## config.mk

```make
export PLATFORM = sky130hd
export DESIGN_NAME = exc_entry_seq
export DESIGN_NICKNAME = d
export VERILOG_FILES = /design/src/rtl/exc_pkg.sv /design/src/rtl/exc_classify.sv /design/src/rtl/exc_addr_gen.sv /design/src/rtl/exc_seq_fsm.sv /design/src/rtl/exc_entry_seq.sv
export SDC_FILE = /design/constraint.sdc
export NUM_CORES = 1
export LEC_CHECK = 0
export CAP_MARGIN = 20
export CELL_PAD_IN_SITES_DETAIL_PLACEMENT = 0
export CELL_PAD_IN_SITES_GLOBAL_PLACEMENT = 1
export CORE_MARGIN = 1
export CORE_UTILIZATION = 35
export CTS_CLUSTER_DIAMETER = 200
export DETAILED_ROUTE_END_ITERATION = 12
export GPL_ROUTABILITY_DRIVEN = 0
export PLACE_DENSITY_LB_ADDON = 0.1
export SLEW_MARGIN = 20
export SYNTH_ARGS = -nofsm -noshare
export SYNTH_HDL_FRONTEND = slang
export SYNTH_HIERARCHICAL = 1
export SYNTH_SLANG_ARGS = --single-unit
```

## constraint.sdc

```tcl
create_clock -name clk -period 4 [get_ports clk]
set_clock_uncertainty 0.1 [all_clocks]
set_input_delay 0.4 -clock clk [delete_from_list [all_inputs] [get_ports clk]]
set_output_delay 0.4 -clock clk [all_outputs]
set_load 0.005 [all_outputs]
```

## src/rtl/exc_pkg.sv

```systemverilog
// Shared types for the exception entry sequencer.
package exc_pkg;

    // Sequencer steps, in the order they run.
    typedef enum logic [2:0] {
        ST_IDLE,
        ST_PUSH_SR,
        ST_PUSH_PC,
        ST_VEC_RD,
        ST_REDIRECT
    } seq_state_t;

    // Cause of the exception being entered.
    typedef enum logic [1:0] {
        CAUSE_NONE,
        CAUSE_TRAP,
        CAUSE_SLOT_ILL,
        CAUSE_GEN_ILL
    } exc_cause_t;

endpackage

```

## src/rtl/exc_classify.sv

```systemverilog
// Classifies an instruction descriptor into an exception cause, a vector
// number and a return address.
// Assumes: undefined wins over trap; illegal causes return to the faulting
// instruction, and traps return to the next instruction.
module exc_classify
    import exc_pkg::*;
#(
    parameter int XLEN        = 32,
    parameter int VEC_W       = 8,
    parameter int INSTR_BYTES = 2,
    parameter int SLOT_VEC    = 6,
    parameter int GEN_VEC     = 4
) (
    input  logic             valid,
    input  logic             undef,
    input  logic             trap,
    input  logic             in_slot,
    input  logic [VEC_W-1:0] trap_vec,
    input  logic [XLEN-1:0]  pc,
    output logic             hit,
    output exc_cause_t       cause,
    output logic [VEC_W-1:0] vec_num,
    output logic [XLEN-1:0]  ret_pc
);

    // Pick the cause and vector by priority.
    always_comb begin
        hit     = valid && (undef || trap);
        cause   = CAUSE_NONE;
        vec_num = '0;
        if (valid && undef) begin
            cause   = in_slot ? CAUSE_SLOT_ILL : CAUSE_GEN_ILL;
            vec_num = in_slot ? VEC_W'(SLOT_VEC) : VEC_W'(GEN_VEC);
        end else if (valid && trap) begin
            cause   = CAUSE_TRAP;
            vec_num = trap_vec;
        end
    end

    // Return address depends on the cause.
    always_comb begin
        ret_pc = (cause == CAUSE_TRAP) ? pc + XLEN'(INSTR_BYTES) : pc;
    end

endmodule

```

## src/rtl/exc_addr_gen.sv

```systemverilog
// Computes the two stack slots, the final stack pointer and the vector
// table entry address.
// Assumes: a full-descending stack with word-sized pushes.
module exc_addr_gen #(
    parameter int XLEN       = 32,
    parameter int VEC_W      = 8,
    parameter int WORD_BYTES = 4
) (
    input  logic [XLEN-1:0]  sp,
    input  logic [XLEN-1:0]  base,
    input  logic [VEC_W-1:0] vec_num,
    output logic [XLEN-1:0]  sr_slot,
    output logic [XLEN-1:0]  pc_slot,
    output logic [XLEN-1:0]  vec_addr
);

    localparam int SHIFT = $clog2(WORD_BYTES);

    // Each push pre-decrements by one word.
    always_comb begin
        sr_slot  = sp - XLEN'(WORD_BYTES);
        pc_slot  = sp - XLEN'(2 * WORD_BYTES);
        vec_addr = base + (XLEN'(vec_num) << SHIFT);
    end

endmodule

```

## src/rtl/exc_seq_fsm.sv

```systemverilog
// Runs the entry steps: push status, push return address, read the vector,
// then redirect. Captures all operands when a cause is accepted.
// Assumes: the memory port completes a request in the cycle ready is seen.
module exc_seq_fsm
    import exc_pkg::*;
#(
    parameter int XLEN = 32
) (
    input  logic            clk,
    input  logic            rst_n,
    input  logic            hit,
    input  logic [XLEN-1:0] sr_in,
    input  logic [XLEN-1:0] ret_pc_in,
    input  logic [XLEN-1:0] sr_slot_in,
    input  logic [XLEN-1:0] pc_slot_in,
    input  logic [XLEN-1:0] vec_addr_in,
    input  logic            mem_ready,
    input  logic [XLEN-1:0] mem_rdata,
    output logic            busy,
    output logic            mem_req,
    output logic            mem_we,
    output logic [XLEN-1:0] mem_addr,
    output logic [XLEN-1:0] mem_wdata,
    output logic            redirect_valid,
    output logic [XLEN-1:0] redirect_pc,
    output logic [XLEN-1:0] new_sp
);

    seq_state_t      state;
    logic [XLEN-1:0] sr_q;
    logic [XLEN-1:0] ret_q;
    logic [XLEN-1:0] sr_slot_q;
    logic [XLEN-1:0] pc_slot_q;
    logic [XLEN-1:0] vec_addr_q;
    logic [XLEN-1:0] handler_q;

    // Step the sequence and capture operands and the handler word.
    always_ff @(posedge clk) begin
        if (!rst_n) begin
            state      <= ST_IDLE;
            sr_q       <= '0;
            ret_q      <= '0;
            sr_slot_q  <= '0;
            pc_slot_q  <= '0;
            vec_addr_q <= '0;
            handler_q  <= '0;
        end else begin
            case (state)
                ST_IDLE: begin
                    if (hit) begin
                        state      <= ST_PUSH_SR;
                        sr_q       <= sr_in;
                        ret_q      <= ret_pc_in;
                        sr_slot_q  <= sr_slot_in;
                        pc_slot_q  <= pc_slot_in;
                        vec_addr_q <= vec_addr_in;
                    end
                end
                ST_PUSH_SR: if (mem_ready) state <= ST_PUSH_PC;
                ST_PUSH_PC: if (mem_ready) state <= ST_VEC_RD;
                ST_VEC_RD: begin
                    if (mem_ready) begin
                        handler_q <= mem_rdata;
                        state     <= ST_REDIRECT;
                    end
                end
                ST_REDIRECT: state <= ST_IDLE;
                default:     state <= ST_IDLE;
            endcase
        end
    end

    // Drive the memory port from the current step.
    always_comb begin
        mem_req   = 1'b0;
        mem_we    = 1'b0;
        mem_addr  = '0;
        mem_wdata = '0;
        case (state)
            ST_PUSH_SR: begin
                mem_req   = 1'b1;
                mem_we    = 1'b1;
                mem_addr  = sr_slot_q;
                mem_wdata = sr_q;
            end
            ST_PUSH_PC: begin
                mem_req   = 1'b1;
                mem_we    = 1'b1;
                mem_addr  = pc_slot_q;
                mem_wdata = ret_q;
            end
            ST_VEC_RD: begin
                mem_req  = 1'b1;
                mem_addr = vec_addr_q;
            end
            default: ;
        endcase
    end

    // Stall, redirect pulse and final stack pointer.
    always_comb begin
        busy           = (state != ST_IDLE) || hit;
        redirect_valid = (state == ST_REDIRECT);
        redirect_pc    = handler_q;
        new_sp         = pc_slot_q;
    end

endmodule

```

## src/rtl/exc_entry_seq.sv

```systemverilog
// Top of the instruction exception entry sequencer. Classifies the
// descriptor, forms the addresses and runs the entry steps.
// Assumes: descriptors are ignored while a sequence runs.
module exc_entry_seq #(
    parameter int XLEN        = 32,
    parameter int VEC_W       = 8,
    parameter int WORD_BYTES  = 4,
    parameter int INSTR_BYTES = 2,
    parameter int SLOT_VEC    = 6,
    parameter int GEN_VEC     = 4
) (
    input  logic             clk,
    input  logic             rst_n,
    input  logic             instr_valid,
    input  logic             instr_undef,
    input  logic             instr_trap,
    input  logic             instr_in_slot,
    input  logic [VEC_W-1:0] trap_vec,
    input  logic [XLEN-1:0]  cur_pc,
    input  logic [XLEN-1:0]  cur_sr,
    input  logic [XLEN-1:0]  cur_sp,
    input  logic [XLEN-1:0]  vec_base,
    output logic             busy,
    output logic             mem_req,
    output logic             mem_we,
    output logic [XLEN-1:0]  mem_addr,
    output logic [XLEN-1:0]  mem_wdata,
    input  logic             mem_ready,
    input  logic [XLEN-1:0]  mem_rdata,
    output logic             redirect_valid,
    output logic [XLEN-1:0]  redirect_pc,
    output logic [XLEN-1:0]  new_sp
);

    import exc_pkg::*;

    logic             hit;
    exc_cause_t       cause;
    logic [VEC_W-1:0] vec_num;
    logic [XLEN-1:0]  ret_pc;
    logic [XLEN-1:0]  sr_slot;
    logic [XLEN-1:0]  pc_slot;
    logic [XLEN-1:0]  vec_addr;
    logic             cause_unused;

    // The cause is kept for future use by the pipeline; fold it here.
    always_comb cause_unused = ^cause;

    exc_classify #(
        .XLEN(XLEN), .VEC_W(VEC_W), .INSTR_BYTES(INSTR_BYTES),
        .SLOT_VEC(SLOT_VEC), .GEN_VEC(GEN_VEC)
    ) u_classify (
        .valid   (instr_valid),
        .undef   (instr_undef),
        .trap    (instr_trap),
        .in_slot (instr_in_slot),
        .trap_vec(trap_vec),
        .pc      (cur_pc),
        .hit     (hit),
        .cause   (cause),
        .vec_num (vec_num),
        .ret_pc  (ret_pc)
    );

    exc_addr_gen #(
        .XLEN(XLEN), .VEC_W(VEC_W), .WORD_BYTES(WORD_BYTES)
    ) u_addr (
        .sp      (cur_sp),
        .base    (vec_base),
        .vec_num (vec_num),
        .sr_slot (sr_slot),
        .pc_slot (pc_slot),
        .vec_addr(vec_addr)
    );

    exc_seq_fsm #(.XLEN(XLEN)) u_fsm (
        .clk           (clk),
        .rst_n         (rst_n),
        .hit           (hit),
        .sr_in         (cur_sr),
        .ret_pc_in     (ret_pc),
        .sr_slot_in    (sr_slot),
        .pc_slot_in    (pc_slot),
        .vec_addr_in   (vec_addr),
        .mem_ready     (mem_ready),
        .mem_rdata     (mem_rdata),
        .busy          (busy),
        .mem_req       (mem_req),
        .mem_we        (mem_we),
        .mem_addr      (mem_addr),
        .mem_wdata     (mem_wdata),
        .redirect_valid(redirect_valid),
        .redirect_pc   (redirect_pc),
        .new_sp        (new_sp)
    );

endmodule

```

; ---- Word level (Yosys, flattened, before mapping)
; Cells that the tools add are included.
[classes]
n_div = 0
mul = 0
shifts = 0
n_eq_ne = 9
order_cmp = 0
addsub = 4
bitwise = 0
mux = 16
reduce_logical = 12
[op_table]
columns = cell, count
row1 = case mux 32 bit (3 select lines), 1
row2 = case mux 32 bit (2 select lines), 1
row3 = adder 32 x 10 -> 32 bit, 1
row4 = adder 32 x 2 -> 32 bit (second input constant), 1
row5 = 2-to-1 mux 32 bit, 1
row6 = subtractor 32 x 3 -> 32 bit (second input constant), 1
row7 = subtractor 32 x 4 -> 32 bit (second input constant), 1
row8 = 2-to-1 mux 8 bit, 2
row9 = 2-to-1 mux 3 bit, 4
row10 = case mux 3 bit (4 select lines), 1
row11 = equality test 3 x 2 -> 1 bit (second input constant), 2
row12 = inequality test 2 bit (second input constant), 3
row13 = 2-to-1 mux 1 bit, 4
row14 = 2-to-1 mux 2 bit, 2
row15 = AND reduction 2 bit, 2
row16 = AND reduction 4 bit, 1
row17 = equality test 3 x 1 -> 1 bit (second input constant), 1
row18 = equality test 3 bit (second input constant), 1
row19 = logical AND 1 bit, 3
row20 = zero test 3 bit, 1
row21 = nonzero test 3 bit, 1
row22 = OR reduction 3 bit, 1
row23 = equality test 2 x 1 -> 1 bit (second input constant), 1
row24 = logical OR 1 bit, 2
row25 = 2 further kinds, 2
[totals]
ram_bits = 0
memories = 0
latchBits = 0
inputBits = 175
regBits = 195
romBits = 0
elab_cells = 48

; ---- Depth between registers and ports, before layout
[logic_depth]
ltp_word = 5
ltp_mapped = 15
mapped_depth_nobuf = 12

; ---- Hierarchy
; Netlist, hierarchy kept.
[modules_own_cells]
columns = module, seq_area_each_um2, cells_each, instances, area_each_um2
row1 = exc_seq_fsm, 3903.7, 1031, 1, 8212.9
row2 = exc_addr_gen, 0.0, 271, 1, 1885.6
row3 = exc_classify, 0.0, 115, 1, 857.1

; ---- Least setup slack after synthesis
; OpenSTA, ideal clock, no wires.
[synth_path]
kind = input-to-reg
from = input instr_undef
to = register u_fsm.vec_addr_q[22]
arrival_time_ps = 2908
path_slack_ps = 864
path_buffers = 3
cell_stages = 15
t_required_ps = 3772
cell_sequence = and3b_1 > clkbuf_2 > clkbuf_1 > and2_1 > ha_1 > inv_1 > fa_1 > nor2b_1 > o2111ai_1 > a31oi_1 > clkbuf_1 > o2111ai_1 > xnor2_1 > nand3_1 > o21ai_0
[synth_via]
elab_chain_cells = 3
[synth_rtl]
columns = item, line_no
row1 = from (decl), exc_entry_seq.sv:15  ; input logic instr_undef,
row2 = logical AND 1 bit, exc_classify.sv:31  ; if (valid && undef) begin
row3 = 2-to-1 mux 8 bit, exc_classify.sv:31
row4 = via vec_num[0], exc_entry_seq.sv:39  ; logic [VEC_W-1:0] vec_num;
row5 = adder 32 x 10 -> 32 bit, exc_addr_gen.sv:23  ; vec_addr = base + (XLEN'(vec_num) << SHIFT);
row6 = via vec_addr[22], exc_entry_seq.sv:43  ; logic [XLEN-1:0] vec_addr;
row7 = to (signal assigned), exc_seq_fsm.sv:56  ; vec_addr_q <= vec_addr_in;
row8 = to (decl), exc_seq_fsm.sv:34  ; logic [XLEN-1:0] vec_addr_q;
; The timed path passes the listed nets, and every way through them passes these cells.
; A chain may end at the register's enable or synchronous reset.

; ---- Worst setup path after layout
[layout_path]
from = register u_fsm.state[1]
to = output mem_addr[25]
[layout_via]
elab_chain_cells = 2
[layout_rtl]
columns = item, line_no
row1 = from (decl), exc_seq_fsm.sv:29  ; seq_state_t state;
row2 = from (signal assigned), exc_seq_fsm.sv:40  ; state <= ST_IDLE;
row3 = from (signal assigned), exc_seq_fsm.sv:51  ; state <= ST_PUSH_SR;
row4 = from (signal assigned), exc_seq_fsm.sv:59  ; ST_PUSH_SR: if (mem_ready) state <= ST_PUSH_PC;
row5 = equality test 3 x 2 -> 1 bit or equality test 3 x 1 -> 1 bit (tied branches), exc_seq_fsm.sv:79  ; case (state)
row6 = case mux 32 bit (3 select lines) (*), exc_seq_fsm.sv:79
row7 = to (decl), exc_entry_seq.sv:26  ; output logic [XLEN-1:0] mem_addr,
; Every way passes the cells marked *; elsewhere a longest branch is shown, timed or not.

==> results.yml <==
status:
  status: "completed"
cells_and_area:
  final_cell_mix: "305 x clkdlybuf4s50_1, 224 x nand2_1, 212 x nand3_1"
  drive_gt1_frac: 0.0544
  syn_to_final_growth_pct: 33.4
  final_nets: 1810
  multiInputGateArea_um2: 6240
  design_area_um2: 14600
  seqCellArea_um2: 3910
  layout_commonest_cell: "clkdlybuf4s50_1"
  fillers: 3079
cts:
  path_clk_slew_ns: 0.08
  root_buffer: "clkbuf_16"
  cts_resized: 0
  cts_made_buffers: 17
  cts_hold_buf: 0
  h-tree-depth: 4
  cts_tree: "built"
  clock_path_buffers: 2
  cts_sinks: 195
  clock_latency_ns: 0.44
  cts_setup_buffers: 0
logic_synthesis:
  synth.net_count: 1603
  ys_warn_count: 6
  syn_area_um2: 11000
  syn_area_per_cell_um2: 7.73
  syn_inst: 1416
drt:
  vias: 10550
  remaining_drc_errors: 0
  routed_wl_um: 34700
  first_iter_violations: 612
  avgViaCountPerCell: 5.18
  wl_per_cell_um: 17.0
  drt_pass1_iterations: 5
  postRouteAntennaNets: 0
floorplan:
  chipHeight_um: 179
  die_width_um: 179
  num_io_pins: 307
  rows: 64
  start_util: 0.357
  die-area_um2: 32000
  coreArea_um2: 30700
critical_path:
  worstSetupStartpointType: "register"
  worstSetupStartpoint: "u_fsm/state[1]"
  slowest_stage: "dfxtp_4"
  critical_path_required_ns: 3.50
  worstPathCellList: "buf_4 -> mux2i_1 -> a211oi_1 -> clkdlybuf4s50_1"
  ff2ff_setup_slack_ns: 1.46
  slowest_delay_ns: 0.88
  cp_data_arrival_time_ns: 2.84
  path_max_fanout: 55
  endpoint_kind: "output port"
  crit_path_end: "mem_addr[25]"
  r2r-start: "u_fsm/state[1]"
  reg2reg_to: "u_fsm/redirect_pc[12]"
  reg2regPathDepth: 4
  crit_type: "reg2out"
grt:
  antenna_found_initial: 7
  grt_pass1_vias: 9712
  grt_max_degree: 156
  grt_pass1_wl_um: 53400
  track_usage: 0.212
  grt.overflow.total: 0
placed_design:
  dpl.hpwl_um: 24600
  dpl_cell_area_um2: 14000
  port_buffers: 306
timing:
  worstMarginPinSlew_ns: 0.895
  timing.slew.headroom: 0.403
  finalHoldViolCount: 0
  fin_crit_sh: 0.835
  fmax_mhz: 299
  setup_viol: 0
  setup_tns_ns: 0
  rsz0062_at_grt: "no"
  min_period_ns: 3.34
  drv_slew: 0
flow_run:
  cap_viol_max_count: 0
power_and_ir_drop:
  ir_drop_mv: 0.280
  p_per_area_nw_per_um2: 332
  p_leak_nw: 4.96
min_path:
  hp-class: "reg2reg"
==> flip-flops by register name, summed over array words and instances, names as in the netlist <==
register           count
u_fsm/ret_q           32
u_fsm/vec_addr_q      32
u_fsm/sr_slot_q       32
u_fsm/new_sp          32
u_fsm/state            3
u_fsm/sr_q            32
u_fsm/redirect_pc     32
==> worst min path at each step <==
stage / from / endpoint / cells after the start
after floorplan: u_fsm/sr_slot_q[10] / u_fsm/sr_slot_q[10] / 2
after global placement: u_fsm/sr_slot_q[9] / u_fsm/sr_slot_q[9] / 2
after detailed placement: u_fsm/sr_slot_q[18] / u_fsm/sr_slot_q[18] / 2
after CTS: u_fsm/sr_slot_q[12] / u_fsm/sr_slot_q[12] / 2
after global routing: u_fsm/sr_slot_q[16] / u_fsm/sr_slot_q[16] / 2
final: u_fsm/sr_slot_q[12] / u_fsm/sr_slot_q[12] / 2
==> metrics by stage <==
step                setup slack [ns]  total power [mW]  hold WS (ns)  utilization  cells
floorplan                      0.864              2.67         0.328            -   1416
global placement               0.693              3.14         0.335        0.457   2000
detailed placement             0.641              3.14         0.341        0.457   2000
CTS                            0.659              4.92         0.351        0.476   2032
global route                   0.520              5.09         0.364        0.476   2037
finish                         0.660              4.85         0.348        0.476   2038
==> power by group <==
group	internal [mW]	total, mW	leakage [nW]	switching (mW)
Clock	0.903	1.76	0.279	0.857
Sequential	2.06	2.16	1.59	0.0982
Combinational	0.473	0.936	3.09	0.463
Total	3.44	4.85	4.96	1.42
==> cell type report <==
type                            instances  area share
Multi-Input combinational cell       1064       0.427
Sequential cell                       195       0.268
Timing Repair Buffer                  328       0.226
Tap cell                              396      0.0339
Clock buffer                           19      0.0303
Clock inverter                         13     0.00968
Inverter                               17     0.00437
Antenna cell                            6     0.00103
==> per-layer routing <==
metal	wire length (um)	global-route usage	up-vias
met5	26	0	-
met4	437	0.0540	4
met3	2030	0.0424	27
met2	15800	0.335	277
met1	16400	0.293	4878
li1	-	-	5364
==> critical path: cells and delay by family (launching register included) <==
kind                   cells  cell delay (ns)
muxes                      1             0.12
AOI/OAI and AO/OA          1             0.38
buffers and inverters      2             0.98
DFF                        1             0.88
Note: power is estimated with default switching activity, not from simulation.
